`src/rtl/vend_pkg.sv`:
```
// Package: shared types for the vending controller.
// Assumes: credit never exceeds 10 cents between coins.
package vend_pkg;
    localparam int COIN_W  = 2;
    localparam int STATE_W = 2;

    typedef enum logic [COIN_W-1:0] {
        COIN_NONE   = 2'b00,
        COIN_NICKEL = 2'b01,
        COIN_DIME   = 2'b10,
        COIN_BAD    = 2'b11
    } coin_t;

    typedef enum logic [STATE_W-1:0] {
        CR_0     = 2'b00,
        CR_5     = 2'b01,
        CR_10    = 2'b10,
        CR_SPARE = 2'b11
    } credit_t;
endpackage

```
`src/rtl/vend_coin_decode.sv`:
```
// Module: turns the raw coin code into one-hot nickel/dime flags.
// Assumes: code 11 is an invalid reading and counts as no coin.
module vend_coin_decode
    import vend_pkg::*;
(
    input  logic [COIN_W-1:0] coin_code,
    output logic              is_nickel,
    output logic              is_dime
);
    // Decode purpose: flag each legal coin value, drop everything else.
    always_comb begin
        is_nickel = (coin_code == COIN_NICKEL);
        is_dime   = (coin_code == COIN_DIME);
    end
endmodule

```
`src/rtl/vend_credit_logic.sv`:
```
// Module: next-credit and Mealy output logic.
// Assumes: at most one coin per cycle; spare encoding is treated as zero credit.
module vend_credit_logic
    import vend_pkg::*;
(
    input  credit_t cur,
    input  logic    is_nickel,
    input  logic    is_dime,
    output credit_t nxt,
    output logic    vend_o,
    output logic    change_o
);
    // Transition purpose: add the coin to the credit, dispense at 15 or more.
    always_comb begin
        nxt      = cur;
        vend_o   = 1'b0;
        change_o = 1'b0;
        unique case (cur)
            CR_0: begin
                if (is_nickel)      nxt = CR_5;
                else if (is_dime)   nxt = CR_10;
            end
            CR_5: begin
                if (is_nickel) nxt = CR_10;
                else if (is_dime) begin
                    nxt    = CR_0;
                    vend_o = 1'b1;
                end
            end
            CR_10: begin
                if (is_nickel) begin
                    nxt    = CR_0;
                    vend_o = 1'b1;
                end else if (is_dime) begin
                    nxt      = CR_0;
                    vend_o   = 1'b1;
                    change_o = 1'b1;
                end
            end
            default: nxt = CR_0;
        endcase
    end
endmodule

```
`src/rtl/vend_state_reg.sv`:
```
// Module: credit register with synchronous active-low reset.
// Assumes: rst_n is synchronous to clk.
module vend_state_reg
    import vend_pkg::*;
(
    input  logic    clk,
    input  logic    rst_n,
    input  credit_t d,
    output credit_t q
);
    // Register purpose: hold the credit, clear it on reset.
    always_ff @(posedge clk) begin
        if (!rst_n) q <= CR_0;
        else        q <= d;
    end
endmodule

```
`src/rtl/vend_ctrl.sv`:
```
// Module: top of the 15-cent vending controller (Mealy).
// Assumes: coin code is stable around the rising edge; strobes are
// combinational and valid to sample at that edge.
module vend_ctrl
    import vend_pkg::*;
(
    input  logic              clk,
    input  logic              rst_n,
    input  logic [COIN_W-1:0] coin,
    output logic              vend,
    output logic              change
);
    logic    nickel_f, dime_f;
    logic    vend_raw, change_raw;
    credit_t credit_q, credit_d;

    vend_coin_decode u_dec (
        .coin_code (coin),
        .is_nickel (nickel_f),
        .is_dime   (dime_f)
    );

    vend_credit_logic u_logic (
        .cur      (credit_q),
        .is_nickel(nickel_f),
        .is_dime  (dime_f),
        .nxt      (credit_d),
        .vend_o   (vend_raw),
        .change_o (change_raw)
    );

    vend_state_reg u_reg (
        .clk  (clk),
        .rst_n(rst_n),
        .d    (credit_d),
        .q    (credit_q)
    );

    // Output purpose: silence the strobes while reset is held.
    always_comb begin
        vend   = vend_raw   & rst_n;
        change = change_raw & rst_n;
    end
endmodule

```
`config.mk`:
```
export PLATFORM = sky130hd
export DESIGN_NAME = vend_ctrl
export DESIGN_NICKNAME = d
export VERILOG_FILES = /design/src/rtl/vend_pkg.sv /design/src/rtl/vend_coin_decode.sv /design/src/rtl/vend_credit_logic.sv /design/src/rtl/vend_state_reg.sv /design/src/rtl/vend_ctrl.sv
export SDC_FILE = /design/constraint.sdc
export NUM_CORES = 1
export LEC_CHECK = 0
export BUFFER_PORTS_ARGS = -buffer_cell sky130_fd_sc_hd__buf_4
export CELL_PAD_IN_SITES_DETAIL_PLACEMENT = 1
export CELL_PAD_IN_SITES_GLOBAL_PLACEMENT = 1
export CORE_AREA = 4 4 41 43
export CTS_CLUSTER_DIAMETER = 120
export DETAILED_ROUTE_END_ITERATION = 6
export DIE_AREA = 0 0 45 47
export PLACE_DENSITY = 0.55
export SYNTH_ARGS = -nofsm -noshare
export SYNTH_HDL_FRONTEND = slang
export SYNTH_SLANG_ARGS = --single-unit
```
`constraint.sdc`:
```
create_clock -name clk -period 1.45 [get_ports clk]
set_clock_uncertainty 0.1 [all_clocks]
set_input_delay 0.29 -clock clk [delete_from_list [all_inputs] [get_ports clk]]
set_output_delay 0.29 -clock clk [all_outputs]
set_load 0.1 [all_outputs]
```
# Word level (Yosys, flattened, before mapping)
# Index checks and enable logic that the tools add are counted.
classes:
  eq_ne: 5
  n_mux: 11
  n_bitwise: 2
  n_reduce_logical: 1
ops:
  columns: ["op", "n"]
  rows:
  - ["$mux W2", 5]
  - ["$pmux W2 S3", 1]
  - ["$eq A2 B1 Y1 const B", 2]
  - ["$eq A2 B2 Y1 const B", 2]
  - ["$mux W1", 4]
  - ["$ne A3 B3 Y1 const B", 1]
  - ["$and A1 B1 Y1", 2]
  - ["$logic_not A2 Y1", 1]
  - ["$pmux W1 S2", 1]
word_totals:
  ff_bits: 2
  output_inout_bits: 2
  word_cells: 20

# Logic depth before layout (Yosys ltp)
# Gate-level depths: netlist of run 1.
logic_depth:
  word_depth: 5
  ltp_mapped: 5
  ltp_nobuf: 5

# By module
# A second synthesis of run 1 with hierarchy kept.
hier_totals:
  cells_unflattened: 29
  area_unflattened_um2: 229.0
by_module_without_submodules:
  columns: ["mod", "instances", "cells_each", "area_per_inst_um2"]
  rows:
  - ["vend_credit_logic", 1, 21, 148.9]
  - ["vend_state_reg", 1, 4, 52.6]
  - ["vend_coin_decode", 1, 2, 15.0]
  - ["vend_ctrl", 1, 2, 12.5]

# Worst setup path before layout of run 1
# No wires, ideal clock.
synth_timing:
  path_kind: "input to output"
  from: "in coin[0]"
  to: "out vend"
  arrival_ns: 2.233
  required_time_ns: 1.060
  setup_slack_ns: -1.173
  cell_stages: 4
  cell_sequence: "inv_1 > ha_1 > nand2b_1 > a21oi_1"
synth_between:
  elab_chain_cells: 5
  word_cells_on_any_way: 7
synth_rtl:
  columns: ["element", "line", "source"]
  rows:
  - ["start, declared", "vend_ctrl.sv:9", "input logic [COIN_W-1:0] coin,"]
  - ["$eq A2 B2 Y1", "vend_coin_decode.sv:13", "is_dime = (coin_code == COIN_DIME);"]
  - ["$mux W1", "vend_credit_logic.sv:25, vend_credit_logic.sv:34", null]
  - ["$mux W1", "vend_credit_logic.sv:31", "if (is_nickel) begin"]
  - ["$pmux W1 S2 (*)", "vend_credit_logic.sv:18", "unique case (cur)"]
  - ["$and A1 B1 Y1 (*)", "vend_ctrl.sv:41", "vend = vend_raw & rst_n;"]
  - ["end, declared", "vend_ctrl.sv:10", "output logic vend,"]
# Mark *: on every way between the ends. The rest lies on a longest branch, timed or not.

# Worst setup path after layout of run 1
layout_timing:
  from: "reg u_reg.q[1]"
  to: "out vend"
layout_between:
  elab_chain_cells: 3
  word_cells_on_any_way: 4
layout_rtl:
  columns: ["element", "line", "source"]
  rows:
  - ["start, declared", "vend_state_reg.sv:9", "output credit_t q"]
  - ["start signal, assigned", "vend_state_reg.sv:13", "if (!rst_n) q <= CR_0;"]
  - ["start signal, assigned", "vend_state_reg.sv:14", "else q <= d;"]
  - ["$eq A2 B2 Y1 / $eq A2 B1 Y1 (equally long branches)", "vend_credit_logic.sv:18", null]
  - ["$pmux W1 S2 (*)", "vend_credit_logic.sv:18", null]
  - ["$and A1 B1 Y1 (*)", "vend_ctrl.sv:41", null]
# Marked as above.

==> results.cfg, run 1 <==
[die]
rows = 13
dieArea_mm2 = 0.00212
start_util_pct = 20.9
core_area_mm2 = 0.00130
num_io_pins = 6
fp.dieH_um = 47
die_w_um = 45

[worst_setup_path]
critPathCaptureType = output pin
worstPathArrival_ns = 1.27
r2r_slack_ns = 0.08
critPathMaxFanout = 3
cp.required_ns = 1.06
startpoint_type = flip-flop
path_class = reg2out

[synth]
yosysMostFrequentCell = ha_1
synth_edf_count = 0
synth_flop_cell = dfxtp_1
ys_ff_latch = 2
synth.distinct_cells = 16
netlist_area_um2 = 272
yosys-top-cells-area = ha_1 (37%), dfxtp_1 (15%), nand2_1 (8.3%), inv_1 (5.5%), nor2b_1 (4.6%)
synth_nets = 45
synth_warnings = 0
syn_inst = 33
synthTopCellsByCount = ha_1 (8), nand2_1 (6), inv_1 (4), dfxtp_1 (2), nor2b_1 (2)
yosysTopAreaCellShare_pct = 36.9
synth-seq-area-share_pct = 14.7
synth.avg_cell_area_um2 = 8.23
synthArstFlopShare_pct = 0
post-synth-top-area-cell = ha_1

[drt]
wl_um = 863
vias = 293
drt_iter0_drc = 1
remaining_drc_errors = 0
viasPerCell = 4.51
drt-wirelength-per-cell_um = 13.3
dr.pass1.iters = 2
ant_nets = 0

[global_routing]
grt_pass1_vias = 368
grt_overflow = 0
grt_max_degree = 6
antenna_found_initial = 0
grt.total_usage_pct = 10.2
grt_pass1_wl_um = 1430

[finish]
nFillCells = 156
fin_nets = 64
drive_gt1_share_pct = 68.0
final_util_pct = 40.7
post-route-cell-area_um2 = 529
area_delta_synth_final_pct = 94.9
largest_reg_flops = 2
top_regs = u_reg.q x2
n_antenna_cell = 0
top_register = u_reg.q

[pwr]
max-vdd-ir-drop_mv = 0.380
cellLeakagePower_nw = 0.234
p_per_area_mw_per_mm2 = 981

[clock_tree]
cts_tree = done
path_clk_slew_ns = 0.03
clock_latency_ns = 0.23
cts_sinks = 2
ctsHoldBuffers = 0
ctsLongestPathBuffers = 2
cts_root_buf = clkbuf_4
cts_buffers = 3
h-tree-depth = 1
cts_setup_buffers = 0

[sta]
slew_violations = 0
fin_crit_sh_pct = 114
fmax_mhz = 603
min_period_ns = 1.66
rsz0062_at_grt = yes
hold_viol_final = 0
finalSetupViolations = 2
setup_slack_ns = -0.208
tightest_slew_ns = 0.301
maxSlewHeadroom_pct = 79.6

[placement]
port_buffers = 5
hpwl_um = 747
postPlaceCellArea_um2 = 439
gp_congestion = 0.826

[flow_run]
cap_violations = 0

[min_path]
hp-class = in2reg

[outcome]
failed_checks = negative setup slack
status = finished, violations left
[cell usage in the layout (no fill, tap or decap), drive strengths merged]
cell type / count
a21oi: 1
and3: 1
buf: 14
clkbuf: 3
dfxtp: 2
ha: 8
inv: 4
nand2: 6
nand2b: 1
nand4: 1
nor2: 2
nor2b: 2
o21ai: 1
o21ba: 1
o22ai: 1
o311ai: 1
o41a: 1
[critical path: stages (launching register included)]
cell	delay, ns
dfxtp_4	0.37
inv_4	0.04
ha_4	0.26
nand2_4	0.05
a21oi_4	0.13
buf_12	0.19
[logic make-up (layout without fill, tap and decap cells)]
logic type      count (synthesis)  after routing  share of synthesized area (%)
simple gates                   13             13                           23.5
fa+ha+maj                       8              8                           36.9
compound gates                  6              6                           19.4
buf+inv                         4             21                           5.53
flops                           2              2                           14.7
[power by group]
group          internal, W  switching (W)  leakage (nW)  total [W]
clock            0.0000915      0.0000364        0.0138   0.000128
sequential       0.0000717      0.0000189        0.0178  0.0000906
combinational     0.000154       0.000146         0.202   0.000301
total             0.000318       0.000202         0.234   0.000519
[stage by stage]
stage | worst slack (ns) | instances | TNS, ns | power (W) | hold WS, ns
6_report | -0.208 | 65 | -0.329 | 0.000519 | 0.296
5_1_grt | -0.249 | 65 | -0.395 | 0.000557 | 0.310
4_1_cts | -0.217 | 65 | -0.338 | 0.000528 | 0.297
3_5_place_dp | -0.185 | 62 | -0.206 | 0.000335 | 0.531
3_3_place_gp | -0.167 | 62 | -0.167 | 0.000316 | 0.507
2_1_floorplan | -0.187 | 33 | -0.187 | 0.000235 | 0.344
[routing by layer]
layer | vias to the layer above | track usage, % | wire length, um
met4 | 0 | 10.5 | 35
met2 | 8 | 18.6 | 464
met1 | 135 | 9.01 | 339
met5 | - | 0 | 0
met3 | 4 | 2.30 | 24
li1 | 146 | - | -
[cell type report]
cell class                      count  area [um2]  share of cell area [%]
Multi-Input combinational cell     27         290                    54.8
Inverter                            4        20.0                    3.78
Timing Repair Buffer               14         130                    24.6
Tap cell                           15        18.8                    3.55
Clock buffer                        3        22.5                    4.26
Sequential cell                     2        47.5                    8.98
[path summary, 6_finish.rpt]
path,from,to,cells after the start
worst max-delay path,u_reg.q[1]$_SDFFE_PN0P_,vend,5
worst min-delay path,rst_n,u_reg.q[0]$_SDFFE_PN0P_,3
worst max register to register,u_reg.q[1]$_SDFFE_PN0P_,u_reg.q[0]$_SDFFE_PN0P_,6
worst min register to register,u_reg.q[0]$_SDFFE_PN0P_,u_reg.q[0]$_SDFFE_PN0P_,3
[timing repair]
| action | 4_1_cts | 5_1_grt |
|---|---|---|
| setup endpoints to repair | 2 | 2 |
| resized for setup | 15 | 0 |
| endpoints found under the hold margin | 0 | 0 |
Note: power is estimated with default switching activity, not from simulation.
==> run 2, diff against run 1 <==
--- a/config.mk
+++ b/config.mk
@@ -5,14 +5,14 @@
 export SDC_FILE = /design/constraint.sdc
 export NUM_CORES = 1
 export LEC_CHECK = 0
-export BUFFER_PORTS_ARGS = -buffer_cell sky130_fd_sc_hd__buf_4
 export CELL_PAD_IN_SITES_DETAIL_PLACEMENT = 1
 export CELL_PAD_IN_SITES_GLOBAL_PLACEMENT = 1
 export CORE_AREA = 4 4 41 43
 export CTS_CLUSTER_DIAMETER = 120
 export DETAILED_ROUTE_END_ITERATION = 6
 export DIE_AREA = 0 0 45 47
-export PLACE_DENSITY = 0.55
+export DONT_BUFFER_PORTS = 1
+export PLACE_DENSITY = 0.49
 export SYNTH_ARGS = -nofsm -noshare
 export SYNTH_HDL_FRONTEND = slang
 export SYNTH_SLANG_ARGS = --single-unit
==> results.cfg, run 2 (synthesis gave the netlist of run 1 again) <==
[finish]
final_common_cell = buf_4
fin_nets = 57
multiInputGateArea_um2 = 285
area_delta_synth_final_pct = 69.1
largest_reg_flops = 2
top_register = u_reg.q
drive_gt1_share_pct = 58.1
final_cells = 58
nFillCells = 158
n_antenna_cell = 0
final_cell_mix = buf_4 (6), nand2_1 (5), ha_1 (5), ha_4 (3), clkbuf_4 (3)
seqCellArea_um2 = 47.5
top_regs = u_reg.q x2

[die]
core_area_mm2 = 0.00130
die_w_um = 45
start_util_pct = 20.9
dieArea_mm2 = 0.00212
rows = 13
num_io_pins = 6
fp.dieH_um = 47

[drt]
top_layer = met3
wl_met3_um = 29
ant_nets = 0
viasPerCell = 4.50
drt-wirelength-per-cell_um = 11.3
wl_met1_um = 277
drt_iter0_drc = 1
wl_met2_um = 346
wl_um = 653
vias = 261
remaining_drc_errors = 0
dr.pass1.iters = 2

[min_path]
hold_end = u_reg.q[0]$_SDFFE_PN0P_
hp-class = in2reg
min_path_cells = 2
hp-start = rst_n

[placement]
hpwl_um = 528
port_buffers = 0
placed_cells = 53
gp_congestion = 0.665

[pwr]
finalPower_w = 0.000478
p_comb_share_pct = 55.2
p_int_w = 0.000301
p_sw_w = 0.000177
cellLeakagePower_nw = 0.197
max-vdd-ir-drop_mv = 0.237
seq_power_share_pct = 19.0
swShare_pct = 37.1
pwr-share-clk_pct = 25.8
p_per_area_mw_per_mm2 = 1040

[global_routing]
grt_pass1_vias = 280
grt_overflow = 0
grt_max_degree = 6
grt_pass1_wl_um = 1100
antenna_found_initial = 0
grt.total_usage_pct = 7.32

[sta]
slew_violations = 0
fin_crit_sh_pct = 113
finalSetupViolations = 2
tightest_slew_ns = 0.299
setup_slack_ns = -0.195
rsz0062_at_grt = yes
maxSlewHeadroom_pct = 80.1
hold_ws_ns = 0.134
min_period_ns = 1.65
hold_viol_final = 0
fmax_mhz = 608

[clock_tree]
clock_latency_ns = 0.22
ctsLongestPathBuffers = 2
cts_tree = done
ctsHoldBuffers = 0
cts_sinks = 2
h-tree-depth = 1
path_clk_slew_ns = 0.03
cts_buffers = 3
cts_root_buf = clkbuf_4

[worst_setup_path]
r2r_slack_ns = 0.10
critPathMaxFanout = 3
path_class = reg2out
worstPathArrival_ns = 1.26
startpoint_type = flip-flop
reg2reg_depth = 5
r2r_end = u_reg.q[0]$_SDFFE_PN0P_
critPathCaptureType = output pin
worst_r2r_startpoint = u_reg.q[0]$_SDFFE_PN0P_
cp.required_ns = 1.06

[flow_run]
cap_violations = 0

[outcome]
failed_checks = negative setup slack
status = finished, violations left
run 2: cell types whose count changed in the layout (fill, tap and decap cells not counted), sizes merged:
cell,delta
buf,-7
run 2: stage by stage:
step | TNS (ns) | util (%) | worst slack (ns) | cell area (um2)
after floorplan | -0.187 | - | -0.187 | 315
after global placement | -0.00870 | 29.5 | -0.00870 | 384
after detailed placement | -0.00390 | 29.5 | -0.00390 | 384
after CTS | -0.352 | 35.3 | -0.211 | 459
after global routing | -0.398 | 35.3 | -0.230 | 459
final | -0.321 | 35.3 | -0.195 | 459
run 2: worst max-delay path, stage by stage, from the launching register on:
cell     delay, ns
dfxtp_4       0.37
inv_4         0.04
ha_4          0.26
nand2_4       0.04
a21oi_4       0.12
buf_12        0.18
run 2: power groups by stage:
stage                     sequential, W  clock (W)  combinational, W
after global placement        0.0000828          0          0.000214
after CTS                     0.0000917   0.000135          0.000266
final                         0.0000910   0.000123          0.000264
after global routing          0.0000933   0.000136          0.000290
after detailed placement      0.0000830          0          0.000215
after floorplan               0.0000820          0          0.000153
run 2: layout make-up:
type | instances | area share, %
Tap cell | 15 | 4.09
Sequential cell | 2 | 10.4
Inverter | 4 | 4.36
Timing Repair Buffer | 7 | 14.2
Clock buffer | 3 | 4.90
Multi-Input combinational cell | 27 | 62.1
run 2: worst max-delay path by stage:
stage / start / to / slack, ns / depth (start not counted)
final: u_reg.q[1]$_SDFFE_PN0P_ / vend / -0.20 / 5
after global routing: u_reg.q[1]$_SDFFE_PN0P_ / vend / -0.23 / 5
after CTS: u_reg.q[0]$_SDFFE_PN0P_ / vend / -0.21 / 5
after detailed placement: u_reg.q[0]$_SDFFE_PN0P_ / vend / -0.004 / 5
after global placement: u_reg.q[0]$_SDFFE_PN0P_ / vend / -0.009 / 5
after floorplan: u_reg.q[1]$_SDFFE_PN0P_ / vend / -0.19 / 4
run 2: per-layer routing:
| layer | track usage, % | vias up |
|---|---|---|
| met5 | 0 | - |
| met4 | 7.02 | 0 |
| met3 | 0.766 | 0 |
| met2 | 12.4 | 4 |
| met1 | 7.88 | 126 |
| li1 | - | 131 |
run 2: timing repair:
item / in CTS / in global routing
endpoints found under the hold margin: 0 / 0
setup buffers: 2 / 0
pin swaps: 1 / 1
setup endpoints to repair: 2 / 2
resized for setup: 7 / 0
==> run 3, diff against run 2 <==
--- a/config.mk
+++ b/config.mk
@@ -12,7 +12,8 @@
 export DETAILED_ROUTE_END_ITERATION = 6
 export DIE_AREA = 0 0 45 47
 export DONT_BUFFER_PORTS = 1
-export PLACE_DENSITY = 0.49
+export PLACE_DENSITY = 0.45
 export SYNTH_ARGS = -nofsm -noshare
 export SYNTH_HDL_FRONTEND = slang
+export SYNTH_HIERARCHICAL = 1
 export SYNTH_SLANG_ARGS = --single-unit
==> results.cfg, run 3 <==
[placement]
gp_congestion = 0.777
hpwl_um = 451
port_buffers = 0
placed_cells = 48

[worst_setup_path]
critPathCaptureType = output pin
r2r_end = u_reg/q[0]$_SDFF_PN0_
crit_path_max_incr_delay_ns = 0.35
path_class = reg2out
slowest_stage = dfxtp_4
worst_r2r_startpoint = u_reg/q[0]$_SDFF_PN0_
cp.required_ns = 1.06
crit_start = u_reg/q[0]$_SDFF_PN0_
startpoint_type = flip-flop
endpoint = change
worstPathArrival_ns = 1.36
critPathMaxFanout = 4
r2r_slack_ns = 0.04
crit_chain = inv_4 -> buf_6 -> ha_4 -> and3_4 -> and2_4
reg2reg_depth = 6

[synth]
synth.avg_cell_area_um2 = 7.90
synthAdderAreaFrac_pct = 27.3
synth_warnings = 6
yosys-top-cells-area = ha_1 (27%), dfxtp_1 (17%), and2_1 (11%), inv_1 (8.2%), a2111oi_2 (6.6%)
synth-seq-area-share_pct = 17.5
synth_simple_gate_area_share_pct = 25.7
synthArstFlopShare_pct = 0
synth_nets = 38
netlist_area_um2 = 229
yosysTopAreaCellShare_pct = 27.3
muxShareOfSynthArea_pct = 0
synth.distinct_cells = 14
synth_flop_cell = dfxtp_1
post-synth-top-area-cell = ha_1
ys_ff_latch = 2
syn_inst = 29
synth_edf_count = 0
synth_xor_area_share_pct = 0
synth_compound_area_share_pct = 21.3
synthTopCellsByCount = ha_1 (5), inv_1 (5), and2_1 (4)
synth_top_family_by_area = adder cells

[min_path]
min_path_cells = 1
hp-class = in2reg

[global_routing]
grt_pass1_vias = 252
grt_max_degree = 5
grt_pass1_wl_um = 993
grt_overflow = 0
antenna_found_initial = 0
grt.total_usage_pct = 6.77

[clock_tree]
clock_latency_ns = 0.22
cts_root_buf = clkbuf_4
h-tree-depth = 1
ctsLongestPathBuffers = 2
path_clk_slew_ns = 0.03
cts_tree = done
cts_sinks = 2
cts_buffers = 3

[drt]
dr.pass1.iters = 2
drt-wirelength-per-cell_um = 11.8
wl_um = 628
vias = 231
wl_met1_um = 199
ant_nets = 0
top_layer = met3
wl_met3_um = 12
remaining_drc_errors = 0
drt_iter0_drc = 3
viasPerCell = 4.36
wl_met2_um = 417

[sta]
hold_viol_final = 0
finalSetupViolations = 2
rsz0062_at_grt = yes
hold_ws_ns = 0.0908
slew_violations = 0
fmax_mhz = 571
tightest_slew_ns = 0.291
min_period_ns = 1.75
maxSlewHeadroom_pct = 80.7
fin_crit_sh_pct = 121
setup_slack_ns = -0.300

[die]
die_w_um = 45
rows = 13
core_area_mm2 = 0.00130
num_io_pins = 6
fp.dieH_um = 47
dieArea_mm2 = 0.00212
start_util_pct = 17.6

[finish]
largest_reg_flops = 2
area_delta_synth_final_pct = 72.1
top_regs = u_reg/q x2
n_antenna_cell = 0
final_util_pct = 30.3
multiInputGateArea_um2 = 238
fin_nets = 49
final_cell_mix = buf_4 (5), ha_4 (4), clkbuf_4 (3), inv_1 (3)
seqCellArea_um2 = 45.0
top_register = u_reg/q
final_cells = 53
drive_gt1_share_pct = 63.2
final_common_cell = buf_4
nFillCells = 159

[outcome]
status = finished, violations left
failed_checks = negative setup slack

[pwr]
cellLeakagePower_nw = 0.161
p_per_area_mw_per_mm2 = 783
max-vdd-ir-drop_mv = 0.266

[flow_run]
cap_violations = 0
-- run 3: final cells by class --
cell class	count	area share [%]
clock buffer	3	5.71
multi-input combinational	22	60.3
sequential	2	11.4
tap	15	4.76
timing repair buffer	6	12.4
inverter	5	5.40
-- run 3: kinds of logic (layout without fill, tap and decap cells) --
kind of cell	Yosys count	after routing
compound gates	7	7
simple gates	10	10
buf+inv	5	14
fa+ha+maj	5	5
flops	2	2
-- run 3: what timing repair did --
item                       in CTS  in global routing
gates resized for setup        13                  3
pin swaps                       4                  4
hold buffers                    0                  0
setup buffers                   2                  0
setup endpoints to repair       3                  4
-- run 3: how the worst min path moves through the flow --
stage                     startpoint               endpoint  slack (ns)
after floorplan                rst_n  u_reg/q[1]$_SDFF_PN0_        0.31
after global placement         rst_n  u_reg/q[1]$_SDFF_PN0_        0.32
after detailed placement       rst_n  u_reg/q[1]$_SDFF_PN0_        0.32
after CTS                      rst_n  u_reg/q[1]$_SDFF_PN0_        0.08
after global routing           rst_n  u_reg/q[1]$_SDFF_PN0_        0.09
final                          rst_n  u_reg/q[1]$_SDFF_PN0_        0.09
-- run 3: critical path, delay by kind of cell, from the launching register on --
kind / cells / cell delay [ns]
DFF: 1 / 0.35
buffers and inverters: 2 / 0.18
adders and majority gates: 1 / 0.12
and+or+nand+nor: 2 / 0.49
-- run 3: routing by layer --
metal / vias to the layer above / global-route usage [%]
li1: 114 / -
met2: 2 / 14.4
met3: 0 / 0
met1: 115 / 5.86
met5: - / 0
met4: 0 / 5.26
-- run 3: report_power, final --
group | switching [W] | internal, W | total, W
Clock | 0.0000316 | 0.0000913 | 0.000123
Combinational | 0.0000596 | 0.0000586 | 0.000118
Sequential | 0.00000625 | 0.0000612 | 0.0000675
Total | 0.0000974 | 0.000211 | 0.000309
-- run 3: per-stage QoR --
| step | cell area, um2 | setup TNS [ns] | worst slack [ns] | total power (W) |
|---|---|---|---|---|
| after floorplan | 236 | -0.0781 | -0.0781 | 0.000123 |
| after global placement | 285 | -0.241 | -0.141 | 0.000147 |
| after detailed placement | 285 | -0.248 | -0.138 | 0.000149 |
| after CTS | 384 | -0.606 | -0.309 | 0.000315 |
| after global routing | 394 | -0.776 | -0.343 | 0.000336 |
| final | 394 | -0.588 | -0.300 | 0.000309 |
